$ cat src/rtl/rdo_pkg.sv
package rdo_pkg;

  typedef enum logic [1:0] {
    CMD_DESEL = 2'b00,
    CMD_READ  = 2'b01,
    CMD_WRITE = 2'b10,
    CMD_HOLD  = 2'b11
  } rdo_cmd_e;

  // next read-beat state after a command is captured
  function automatic logic rdo_next_beat(rdo_cmd_e c, logic cur);
    case (c)
      CMD_READ: return 1'b1;
      CMD_HOLD: return cur;
      default:  return 1'b0;
    endcase
  endfunction

  // bus drive decision: live beat and enable asserted (active low)
  function automatic logic rdo_drive(logic beat, logic oe_n);
    return beat & ~oe_n;
  endfunction

endpackage

$ cat src/rtl/rdo_cmd_stage.sv
module rdo_cmd_stage
  import rdo_pkg::*;
(
  input  logic     clk,
  input  logic     rst_n,
  input  rdo_cmd_e cmd_i,
  output logic     beat_o,
  output logic     desel_o,
  output logic     wr_o
);

  rdo_cmd_e cmd_q;
  logic     beat_q;

  always_ff @(posedge clk or negedge rst_n) begin
    if (!rst_n) begin
      cmd_q  <= CMD_DESEL;
      beat_q <= 1'b0;
    end else begin
      cmd_q  <= cmd_i;
      beat_q <= rdo_next_beat(cmd_i, beat_q);
    end
  end

  assign beat_o  = beat_q;
  assign desel_o = (cmd_q == CMD_DESEL);
  assign wr_o    = (cmd_q == CMD_WRITE);

endmodule

$ cat src/rtl/rdo_out_reg.sv
module rdo_out_reg #(
  parameter int DATA_W = 36,
  parameter int LANE_W = 9
) (
  input  logic              clk,
  input  logic              rst_n,
  input  logic              beat_i,
  input  logic [DATA_W-1:0] data_i,
  output logic              beat_o,
  output logic [DATA_W-1:0] data_o
);

  localparam int LANES = DATA_W / LANE_W;

  logic beat_q;

  always_ff @(posedge clk or negedge rst_n) begin
    if (!rst_n) beat_q <= 1'b0;
    else        beat_q <= beat_i;
  end

  for (genvar l = 0; l < LANES; l++) begin : g_lane
    logic [LANE_W-1:0] lane_q;
    always_ff @(posedge clk or negedge rst_n) begin
      if (!rst_n)      lane_q <= '0;
      else if (beat_i) lane_q <= data_i[l*LANE_W +: LANE_W];
    end
    assign data_o[l*LANE_W +: LANE_W] = lane_q;
  end

  assign beat_o = beat_q;

endmodule

$ cat src/rtl/rdo_bus_gate.sv
module rdo_bus_gate
  import rdo_pkg::*;
#(
  parameter int DATA_W = 36
) (
  input  logic              pipe_mode,
  input  logic              oe_n,
  input  logic              flow_beat,
  input  logic [DATA_W-1:0] flow_data,
  input  logic              reg_beat,
  input  logic [DATA_W-1:0] reg_data,
  output logic [DATA_W-1:0] dq_o,
  output logic              dq_en
);

  logic beat_sel;

  always_comb begin
    beat_sel = pipe_mode ? reg_beat : flow_beat;
    dq_o     = pipe_mode ? reg_data : flow_data;
    dq_en    = rdo_drive(beat_sel, oe_n);
  end

endmodule

$ cat src/rtl/rdo_read_stage.sv
module rdo_read_stage
  import rdo_pkg::*;
#(
  parameter int DATA_W = 36,
  parameter int LANE_W = 9
) (
  input  logic              clk,
  input  logic              rst_n,
  input  logic              pipe_mode,
  input  logic [1:0]        cmd,
  input  logic [DATA_W-1:0] arr_rdata,
  input  logic              oe_n,
  output logic [DATA_W-1:0] dq_o,
  output logic              dq_en
);

  // named internal events for the checker
  logic              rd_cap;
  logic              desel_cap;
  logic              wr_cap;
  logic              reg_beat;
  logic [DATA_W-1:0] reg_data;

  rdo_cmd_stage u_cmd (
    .clk     (clk),
    .rst_n   (rst_n),
    .cmd_i   (rdo_cmd_e'(cmd)),
    .beat_o  (rd_cap),
    .desel_o (desel_cap),
    .wr_o    (wr_cap)
  );

  rdo_out_reg #(.DATA_W(DATA_W), .LANE_W(LANE_W)) u_oreg (
    .clk    (clk),
    .rst_n  (rst_n),
    .beat_i (rd_cap),
    .data_i (arr_rdata),
    .beat_o (reg_beat),
    .data_o (reg_data)
  );

  rdo_bus_gate #(.DATA_W(DATA_W)) u_gate (
    .pipe_mode (pipe_mode),
    .oe_n      (oe_n),
    .flow_beat (rd_cap),
    .flow_data (arr_rdata),
    .reg_beat  (reg_beat),
    .reg_data  (reg_data),
    .dq_o      (dq_o),
    .dq_en     (dq_en)
  );

endmodule

$ cat config.mk
export PLATFORM = sky130hd
export DESIGN_NAME = rdo_read_stage
export DESIGN_NICKNAME = d
export VERILOG_FILES = /design/src/rtl/rdo_pkg.sv /design/src/rtl/rdo_cmd_stage.sv /design/src/rtl/rdo_out_reg.sv /design/src/rtl/rdo_bus_gate.sv /design/src/rtl/rdo_read_stage.sv
export SDC_FILE = /design/constraint.sdc
export NUM_CORES = 1
export LEC_CHECK = 0
export ABC_CLOCK_PERIOD_IN_PS = 2300
export BUFFER_PORTS_ARGS = -buffer_cell sky130_fd_sc_hd__buf_4
export CAP_MARGIN = 20
export CELL_PAD_IN_SITES_DETAIL_PLACEMENT = 1
export CELL_PAD_IN_SITES_GLOBAL_PLACEMENT = 2
export CORE_AREA = 2 2 91 76
export DETAILED_ROUTE_END_ITERATION = 16
export DIE_AREA = 0 0 93 78
export PLACE_DENSITY_LB_ADDON = 0.1
export SYNTH_ARGS = -nofsm -noshare
export SYNTH_HDL_FRONTEND = slang
export SYNTH_HIERARCHICAL = 1
export SYNTH_SLANG_ARGS = --single-unit
$ cat constraint.sdc
create_clock -name clk -period 2.3 [get_ports clk]
set_clock_uncertainty 0.2 [all_clocks]
set_input_delay 0.345 -clock clk [delete_from_list [all_inputs] [get_ports clk]]
set_output_delay 0.345 -clock clk [all_outputs]
set_load 0.005 [all_outputs]
==> Yosys cells after proc, flatten, opt, wreduce, memory -nomap -nowiden <==
Cells that the tools add are included.
{ "word_totals": {"reg_bits": 38, "input_bits": 42, "output_inout_bits": 37, "elab_cells": 13} }
{ "op_classes": {"n_eq_ne": 2, "mux": 3, "bitwise": 2} }
{ "op_table": {"columns": ["op", "count"], "rows": [
  ["2-to-1 mux 36 bit", 1],
  ["== test 2 x 1 -> 1 bit (second input constant)", 1],
  ["== test 2 bit (second input constant)", 1],
  ["case mux 1 bit (2 select lines)", 1],
  ["bitwise AND 1 bit", 1],
  ["2-to-1 mux 1 bit", 1],
  ["inverter 1 bit", 1]
]} }

==> Longest topological paths before layout <==
Gate-level depths: netlist of run 1.
{ "logic_depth": {"depth_word": 2, "depth_mapped": 4, "mapped_depth_nobuf": 2} }

==> Hierarchy <==
The synthesis of run 1 kept the hierarchy.
{ "by_module_without_submodules": {"columns": ["module", "instances", "cells_each", "area_each_um2"], "rows": [
  ["rdo_out_reg", 1, 77, 1515.2],
  ["rdo_bus_gate", 1, 42, 599.3],
  ["rdo_cmd_stage", 1, 7, 96.3]
]} }

==> Worst setup path before layout of run 1 <==
OpenSTA, ideal clock, no wires.
{ "synth_path": {"path_kind": "input-to-output", "from": "input pipe_mode", "to": "output dq_o[10]", "t_arrival_ns": 0.928, "required_ns": 1.755, "path_slack_ns": 0.827, "path_stages": 3, "path_cell_list": "buf_6 > buf_12 > mux2_4"} }
{ "synth_via": {"elab_chain_cells": 1} }
{ "synth_lines": {"columns": ["item", "line_no", "rtl"], "rows": [
  ["start, declared", "rdo_read_stage.sv:9", "input logic pipe_mode,"],
  ["2-to-1 mux 36 bit", "rdo_bus_gate.sv:20", "dq_o = pipe_mode ? reg_data : flow_data;"],
  ["end, declared", "rdo_read_stage.sv:13", "output logic [DATA_W-1:0] dq_o,"]
]} }
Every way passes these cells.

==> Final worst setup path of run 1 <==
{ "layout_path": {"from": "input pipe_mode", "to": "output dq_o[0]"} }
Same word-level chain as after synthesis.

==> impl_metrics.env, run 1 <==
export IMPL_n_fill_cell=660
export IMPL_crit_arrival_ps=1310
export IMPL_cts_clk_slew_worst_paths_ps=70
export IMPL_layout_commonest_cell="buf_4"
export IMPL_maxClockFrequency_mhz=537.8
export IMPL_cts_buffers=5
export IMPL_dieWidth_um=93
export IMPL_io_pins=79
export IMPL_yosysWarnings=6
export IMPL_grt_max_degree=39
export IMPL_antennaDiodeCount=0
export IMPL_power_density_nw_per_um2=646.7
export IMPL_gp_congestion=0.6802
export IMPL_io_buffers=78
export IMPL_rsz0062_at_grt="false"
export IMPL_total_power_mw=1.842
export IMPL_required_ps=1750
export IMPL_syn_area_um2=2151
export IMPL_crit_top_cell="buf_4"
export IMPL_max_slew_worst_pin_slew_ps=492.1
export IMPL_crit_type="input pin to primary output"
export IMPL_syn_num_nets=164
export IMPL_final_cells=289
export IMPL_avgSynthCellArea_um2=17.63
export IMPL_whs_ps=42.29
export IMPL_ir_drop_uv=345.5
export IMPL_cts_buffer_depth=2
export IMPL_pre_cts_slack_ps=428.6
export IMPL_fin_tns_setup_ps=0
export IMPL_syn_inst=122
export IMPL_slew_headroom_pct=67.20
export IMPL_cts_root_buf="clkbuf_8"
export IMPL_syn_to_final_growth_pct=32.40
export IMPL_maxCapViolCount=0
export IMPL_endpoint_kind="primary output"
export IMPL_totalWireLength_um=4826
export IMPL_grt_pass1_wl_um=7969
export IMPL_grt_pass1_vias=1574
export IMPL_setup_ws_ps=440.7
export IMPL_period_share_pct=80.84
export IMPL_avgRoutedWirePerCell_um=16.70
export IMPL_clk_latency_ps=280
export IMPL_leakage_nw=1.431
export IMPL_grt_overflow=0
export IMPL_ant_nets=0
export IMPL_antenna_found_initial=0
export IMPL_min_path_type="input pin to flop"
export IMPL_via_per_inst=4.495
export IMPL_path_max_fanout=17
export IMPL_hold_viol_final=0
export IMPL_fin_nets=246
export IMPL_dp_hpwl_um=3517
export IMPL_dp_cells=280
export IMPL_num_vias=1299
export IMPL_layout_drive_gt1_share_pct=79.51
export IMPL_cts_num_sinks=38
export IMPL_drtIter0Drc=16
export IMPL_start_util_pct=34.44
export IMPL_rows=26
export IMPL_drtPass1Iterations=3
export IMPL_outcome="completed"
export IMPL_cpPeakStageDelay_ps=360
export IMPL_cp_start_kind="input pin"
export IMPL_drc=0
export IMPL_final_cell_mix="81 x buf_4, 59 x mux2_4, 37 x dfrtp_1, 13 x mux2_2, 6 x clkbuf_8"
export IMPL_min_period_ps=1859
export IMPL_finalSetupViolCount=0
export IMPL_cts_tree="yes"
export IMPL_postCtsSetupBuffers=0
export IMPL_die_h_um=78
export IMPL_cpMaxStageDelayCell="mux2_2"
export IMPL_slew_viol_final=0
export IMPL_crit_chain="buf_4, buf_12, mux2_2, buf_4"
export IMPL_grt_use_total_pct=14.23
export IMPL_die_area_um2=7254
export IMPL_core_um2=6246
export IMPL_htreeDepth=2
metal layers:
layer / global-route usage (%) / vias to the layer above / wire (um)
met3: 4.272 / 2 / 296
met5: 0 / - / 0
li1: - / 598 / -
met1: 16.47 / 655 / 1975
met2: 25.43 / 44 / 2525
met4: 3.971 / 0 / 29
through the flow:
stage,util (%),instance area [um2]
after floorplan,-,2151
after global placement,43.91,2743
after detailed placement,43.91,2743
after CTS,45.59,2848
after global routing,45.59,2848
final,45.59,2848
cell type report:
| cell class | count | area, um2 | share of cell area, % |
|---|---|---|---|
| Clock buffer | 6 | 82.58 | 2.900 |
| Clock inverter | 2 | 12.51 | 0.4394 |
| Inverter | 1 | 3.754 | 0.1318 |
| Multi-Input combinational cell | 75 | 1054 | 36.99 |
| Sequential cell | 38 | 952.2 | 33.44 |
| Tap cell | 84 | 105.1 | 3.691 |
| Timing Repair Buffer | 83 | 638.1 | 22.41 |
worst paths after layout:
check | startpoint | endpoint | slack [ps] | depth (start not counted)
setup / recovery | pipe_mode | dq_o[0] | 440 | 4
hold / removal | cmd[1] | u_cmd/beat_o | 40 | 2
setup reg to reg | u_cmd/beat_o | u_oreg/g_lane[2].lane_q[8] | 850 | 2
hold reg to reg | u_oreg/g_lane[0].lane_q[4] | u_oreg/g_lane[0].lane_q[4] | 310 | 1
max in group asynchronous | rst_n | u_cmd/beat_o | 1140 | 2
min in group asynchronous | rst_n | u_oreg/g_lane[3].lane_q[1] | 390 | 2
repair_timing:
item,CTS,global route
hold buffers,1,0
endpoints found under the setup margin,0,0
gates resized for setup,0,0
endpoints found under the hold margin,38,0
where the power goes:
part           switching (mW)  total (mW)  internal [mW]
clock                   0.237       0.478          0.241
combinational           0.169       0.546          0.377
sequential             0.0545       0.818          0.764
worst max-delay path: cells and delay by family:
family | cells | cell delay (ps)
buffers and inverters | 3 | 590
muxes | 1 | 360
registers in the layout, summed over array words and instances (netlist names):
name	count
u_cmd/beat_o	1
u_oreg/beat_o	1
u_oreg/g_lane.lane_q	36
Power figures use the tool's default switching activity.
==> run 2, diff against run 1 <==
- ABC_CLOCK_PERIOD_IN_PS: 2300 -> 1600
- CORE_AREA: 2 2 91 76 -> 2 2 98 81
- DIE_AREA: 0 0 93 78 -> 0 0 100 83
- clock period: 2.3 -> 1.6 ns (I/O delays scaled with it)
==> run 2 against run 1 <==
Final cell count grew 15%. Via count grew 9.5%. Cell area grew 14%. Hold slack lost 7.9 ps. Clock power grew 36%. Critical path type is now flop to primary output.
==> impl_metrics.env, run 2 (synthesized netlist as in run 1, its figures left out) <==
export IMPL_wl_met1_um=2119
export IMPL_rrSetupSlack_ps=240
export IMPL_cts_resized_gates=0
export IMPL_endpoint_kind="primary output"
export IMPL_dieWidth_um=100
export IMPL_die_area_um2=8300
export IMPL_core_um2=7287
export IMPL_seqCellArea_um2=952.2
export IMPL_totalWireLength_um=5149
export IMPL_r2r_end="u_oreg/g_lane[1].lane_q[0]"
export IMPL_fin_tns_setup_ps=0
export IMPL_crit_type="flop to primary output"
export IMPL_setup_ws_ps=74.97
export IMPL_io_pins=79
export IMPL_dp_hpwl_um=3420
export IMPL_gp_congestion=0.7609
export IMPL_start_util_pct=29.52
export IMPL_n_fill_cell=765
export IMPL_num_vias=1422
export IMPL_cts_num_sinks=38
export IMPL_required_ps=1160
export IMPL_htreeDepth=2
export IMPL_antennaDiodeCount=0
export IMPL_cts_tree="yes"
export IMPL_cts_buffers=5
export IMPL_fin_util_pct=44.47
export IMPL_final_cell_mix="82 x buf_4, 59 x mux2_4, 38 x dlygate4sd3_1, 37 x dfrtp_1, 13 x mux2_2"
export IMPL_io_buffers=78
export IMPL_total_power_mw=2.686
export IMPL_rsz0062_at_grt="false"
export IMPL_outcome="completed"
export IMPL_period_share_pct=95.31
export IMPL_fin_nets=285
export IMPL_r2r_start="u_cmd/beat_o"
export IMPL_syn_to_final_growth_pct=50.67
export IMPL_grt_max_degree=39
export IMPL_path_max_fanout=2
export IMPL_drc=0
export IMPL_maxCapViolCount=0
export IMPL_drtPass1Iterations=2
export IMPL_clk_latency_ps=280
export IMPL_ir_drop_uv=326.2
export IMPL_cts_clk_slew_worst_paths_ps=70
export IMPL_crit_start="u_oreg/g_lane[2].lane_q[2]"
export IMPL_final_area_um2=3241
export IMPL_finalSetupViolCount=0
export IMPL_die_h_um=83
export IMPL_power_density_nw_per_um2=829.0
export IMPL_grt_pass1_wl_um=8362
export IMPL_rows=28
export IMPL_multi_input_area_um2=1054
export IMPL_min_path_type="input pin to flop"
export IMPL_maxClockFrequency_mhz=655.7
export IMPL_cts_buffer_depth=2
export IMPL_via_per_inst=4.283
export IMPL_hp_start="cmd[0]"
export IMPL_ant_nets=0
export IMPL_pre_cts_slack_ps=103.7
export IMPL_top_register="u_oreg/g_lane.lane_q"
export IMPL_layout_drive_gt1_share_pct=67.36
export IMPL_cts_root_buf="clkbuf_8"
export IMPL_wl_met2_um=2743
export IMPL_dr_max_layer_used="met4"
export IMPL_grt_use_total_pct=12.96
export IMPL_slew_viol_final=0
export IMPL_antenna_found_initial=0
export IMPL_grt_pass1_vias=1661
export IMPL_ff2ff_path_depth=2
export IMPL_met3_length_um=250
export IMPL_dpl_cell_area_um2=2778
export IMPL_cp_start_kind="flop"
export IMPL_largest_reg_flops=36
export IMPL_avgRoutedWirePerCell_um=15.51
export IMPL_leakage_nw=1.596
export IMPL_crit_arrival_ps=1090
export IMPL_drtIter0Drc=28
export IMPL_slew_headroom_pct=66.38
export IMPL_hold_viol_final=0
export IMPL_grt_overflow=0
export IMPL_min_period_ps=1525
export IMPL_max_slew_worst_pin_slew_ps=504.2
export IMPL_postCtsSetupBuffers=0
export IMPL_layout_commonest_cell="buf_4"
export IMPL_endpoint="dq_o[20]"
==> run 2: cell types whose count changed in the layout (fill, tap and decap cells not counted) <==
cell / delta
dlygate4sd3_1: +37
buf_12: +1
buf_4: +1
clkinv_2: -1
clkinvlp_4: -1
==> run 2: power breakdown <==
| group | internal, mW | switching, mW | total [mW] |
|---|---|---|---|
| Clock | 0.332 | 0.318 | 0.650 |
| Combinational | 0.607 | 0.253 | 0.861 |
| Sequential | 1.10 | 0.0767 | 1.18 |
| Total | 2.04 | 0.648 | 2.69 |
==> run 2: metal layers <==
layer  GRT usage (%)  vias to the layer above
met5               0                        -
met4           3.985                        0
met3           3.620                        4
met2           23.59                       42
met1           14.56                      703
li1                -                      673
==> run 2: final cells by class <==
| cell class | instances | area share, % |
|---|---|---|
| clock buffers | 6 | 2.548 |
| inverters | 1 | 0.1158 |
| multi-input cells | 75 | 32.51 |
| flip-flops and latches | 38 | 29.38 |
| well taps | 90 | 3.475 |
| repair buffers | 122 | 31.97 |
==> run 2: worst min-delay path by stage <==
stage          slack, ps  cells past startpoint                         end
2_1_floorplan       -260                      0                u_cmd/beat_o
3_3_place_gp          40                      1  u_oreg/g_lane[1].lane_q[3]
3_5_place_dp          50                      1  u_oreg/g_lane[1].lane_q[1]
4_1_cts               30                      2                u_cmd/beat_o
5_1_grt               30                      2                u_cmd/beat_o
6_report              30                      2                u_cmd/beat_o
==> run 2: per-stage QoR <==
| step | hold WS [ps] | cells |
|---|---|---|
| floorplan | -255.6 | 122 |
| CTS | 26.27 | 332 |
| global route | 31.16 | 332 |
| global placement | 39.99 | 288 |
| detailed placement | 50.42 | 288 |
| finish | 34.39 | 332 |
==> run 2: critical path: stages (launching register included) <==
cell	delay [ps]
dfrtp_1	400
mux2_4	270
buf_4	140
==> run 2: timing repair <==
item	in CTS	in global routing
hold buffers	38	0
endpoints found under the hold margin	75	0
setup endpoints to repair	0	0
==> run 3, diff against run 2 <==
- ABC_CLOCK_PERIOD_IN_PS: 1600 -> 1200
- CORE_AREA: 2 2 98 81 -> 4 4 100 83
- DIE_AREA: 0 0 100 83 -> 0 0 104 87
- clock period: 1.6 -> 1.2 ns (I/O delays scaled with it)
==> run 3 against run 2 <==
The run now ends with setup timing left. Critical path type is now flop to flop. Register-to-register slack worse by 500 ps. Highest routed layer unchanged. Clock power is 38% higher. Sequential power is 34% higher. Utilization is 6.7 points higher. Largest cell class is now buffers.
==> impl_metrics.env, run 3 (synthesized netlist as in run 1, its figures left out) <==
export IMPL_endpoint_kind="flop"
export IMPL_final_area_um2=3731
export IMPL_drc=0
export IMPL_power_density_nw_per_um2=1074
export IMPL_largest_reg_flops=36
export IMPL_ff2ff_path_depth=4
export IMPL_syn_to_final_growth_pct=73.47
export IMPL_total_power_mw=4.008
export IMPL_antenna_found_initial=0
export IMPL_grt_use_total_pct=13.19
export IMPL_grt_pass1_vias=1853
export IMPL_clkPwrFrac_pct=22.4
export IMPL_clk_latency_ps=280
export IMPL_ir_drop_uv=397.1
export IMPL_start_util_pct=29.52
export IMPL_setup_ws_ps=-259.1
export IMPL_layout_drive_gt1_share_pct=71.22
export IMPL_slew_viol_final=0
export IMPL_antennaDiodeCount=0
export IMPL_n_fill_cell=731
export IMPL_ant_nets=0
export IMPL_max_slew_worst_pin_slew_ps=524.3
export IMPL_grt_max_degree=39
export IMPL_io_buffers=78
export IMPL_via_per_inst=4.274
export IMPL_rows=28
export IMPL_fin_tns_setup_ps=-17360
export IMPL_fin_util_pct=51.20
export IMPL_num_vias=1543
export IMPL_grt_pass1_wl_um=9487
export IMPL_cts_buffer_depth=2
export IMPL_final_cells=361
export IMPL_htreeDepth=2
export IMPL_comb_power_share_pct=38.3
export IMPL_finalSetupViolCount=74
export IMPL_cp_start_kind="flop"
export IMPL_cts_buffers=5
export IMPL_maxClockFrequency_mhz=685.3
export IMPL_hold_viol_final=0
export IMPL_path_max_fanout=6
export IMPL_dieWidth_um=104
export IMPL_io_pins=79
export IMPL_layout_commonest_cell="mux2_4"
export IMPL_core_um2=7287
export IMPL_dpl_cell_area_um2=2815
export IMPL_min_path_type="input pin to async pin"
export IMPL_crit_type="flop to flop"
export IMPL_dp_hpwl_um=3593
export IMPL_outcome="finished, violations left"
export IMPL_slew_headroom_pct=65.05
export IMPL_avgRoutedWirePerCell_um=16.39
export IMPL_die_h_um=87
export IMPL_r2r_end="u_oreg/g_lane[0].lane_q[5]"
export IMPL_top_register="u_oreg/g_lane.lane_q"
export IMPL_cts_tree="yes"
export IMPL_crit_arrival_ps=1430
export IMPL_final_cell_mix="66 x mux2_4, 65 x buf_4, 39 x dlygate4sd3_1, 37 x dfrtp_1, 36 x buf_6"
export IMPL_pre_cts_slack_ps=-151.9
export IMPL_period_share_pct=121.6
export IMPL_multi_input_area_um2=1087
export IMPL_maxCapViolCount=0
export IMPL_seq_power_share_pct=39.3
export IMPL_violations="setup timing"
export IMPL_whs_ps=218.9
export IMPL_intPower_mw=3.033
export IMPL_required_ps=1170
export IMPL_drtIter0Drc=18
export IMPL_fin_nets=312
export IMPL_gp_congestion=0.6625
export IMPL_r2r_start="u_cmd/beat_o"
export IMPL_seqCellArea_um2=952.2
export IMPL_grt_overflow=0
export IMPL_rsz0062_at_grt="true"
export IMPL_crit_start="u_cmd/beat_o"
export IMPL_leakage_nw=1.841
export IMPL_drtPass1Iterations=3
export IMPL_min_period_ps=1459
export IMPL_die_area_um2=9048
export IMPL_p_sw_share_pct=24.33
export IMPL_p_switching_mw=0.9752
export IMPL_endpoint="u_oreg/g_lane[0].lane_q[5]"
export IMPL_rrSetupSlack_ps=-260
export IMPL_cts_num_sinks=38
export IMPL_cts_clk_slew_worst_paths_ps=70
export IMPL_dp_cells=288
export IMPL_cts_root_buf="clkbuf_8"
export IMPL_totalWireLength_um=5918
run 3: cell types whose count changed in the layout (fill, tap and decap cells not counted), sizes merged:
| cell | before | now |
|---|---|---|
| dlygate4sd3 | 38 | 39 |
| clkinv | 0 | 1 |
| buf | 84 | 109 |
| clkbuf | 6 | 8 |
run 3: layout make-up:
type,instances,share of cell area (%)
timing repair buffer,149,39.77
tap,90,3.018
clock inverter,1,0.1341
multi-input combinational,75,29.14
sequential,38,25.52
clock buffer,7,2.314
inverter,1,0.1006
run 3: how the worst min path moves through the flow:
| stage | start | to | slack [ps] | cells after the start |
|---|---|---|---|---|
| finish | rst_n | u_oreg/g_lane[3].lane_q[0] | 220 | 2 |
| global placement | rst_n | u_oreg/g_lane[3].lane_q[0] | -20 | 1 |
| detailed placement | rst_n | u_oreg/g_lane[3].lane_q[2] | -1 | 1 |
| floorplan | rst_n | u_cmd/beat_o | -320 | 0 |
| global route | rst_n | u_oreg/g_lane[3].lane_q[0] | 260 | 2 |
| CTS | rst_n | u_oreg/g_lane[3].lane_q[3] | 230 | 2 |
run 3: worst max-delay path, stage by stage (launching register included):
cell and delay, ps:
dfrtp_2 410, buf_4 140, buf_12 140, clkbuf_16 160
mux2_4 290
run 3: power groups by stage:
stage / Sequential, mW / Combinational, mW / Clock, mW
floorplan: 1.56 / 0.653 / 0
global placement: 1.58 / 1.06 / 0
detailed placement: 1.60 / 1.08 / 0
CTS: 1.57 / 1.45 / 0.962
global route: 1.60 / 1.64 / 1.00
finish: 1.58 / 1.53 / 0.898
run 3: what timing repair did:
| item | in CTS | in global routing |
|---|---|---|
| gates cloned | 2 | 1 |
| endpoints found under the hold margin | 75 | 0 |
| buffers inserted | 11 | 13 |
| resized for setup | 51 | 3 |
| hold buffers | 39 | 0 |
| setup endpoints to repair | 73 | 74 |
run 3: per-layer routing:
metal	track usage [%]	part of all wire, %	up-vias
li1	-	-	728
met1	15.65	42	772
met2	23.72	53	41
met3	3.632	4.9	2
met4	3.623	0.37	0
met5	0	0	-
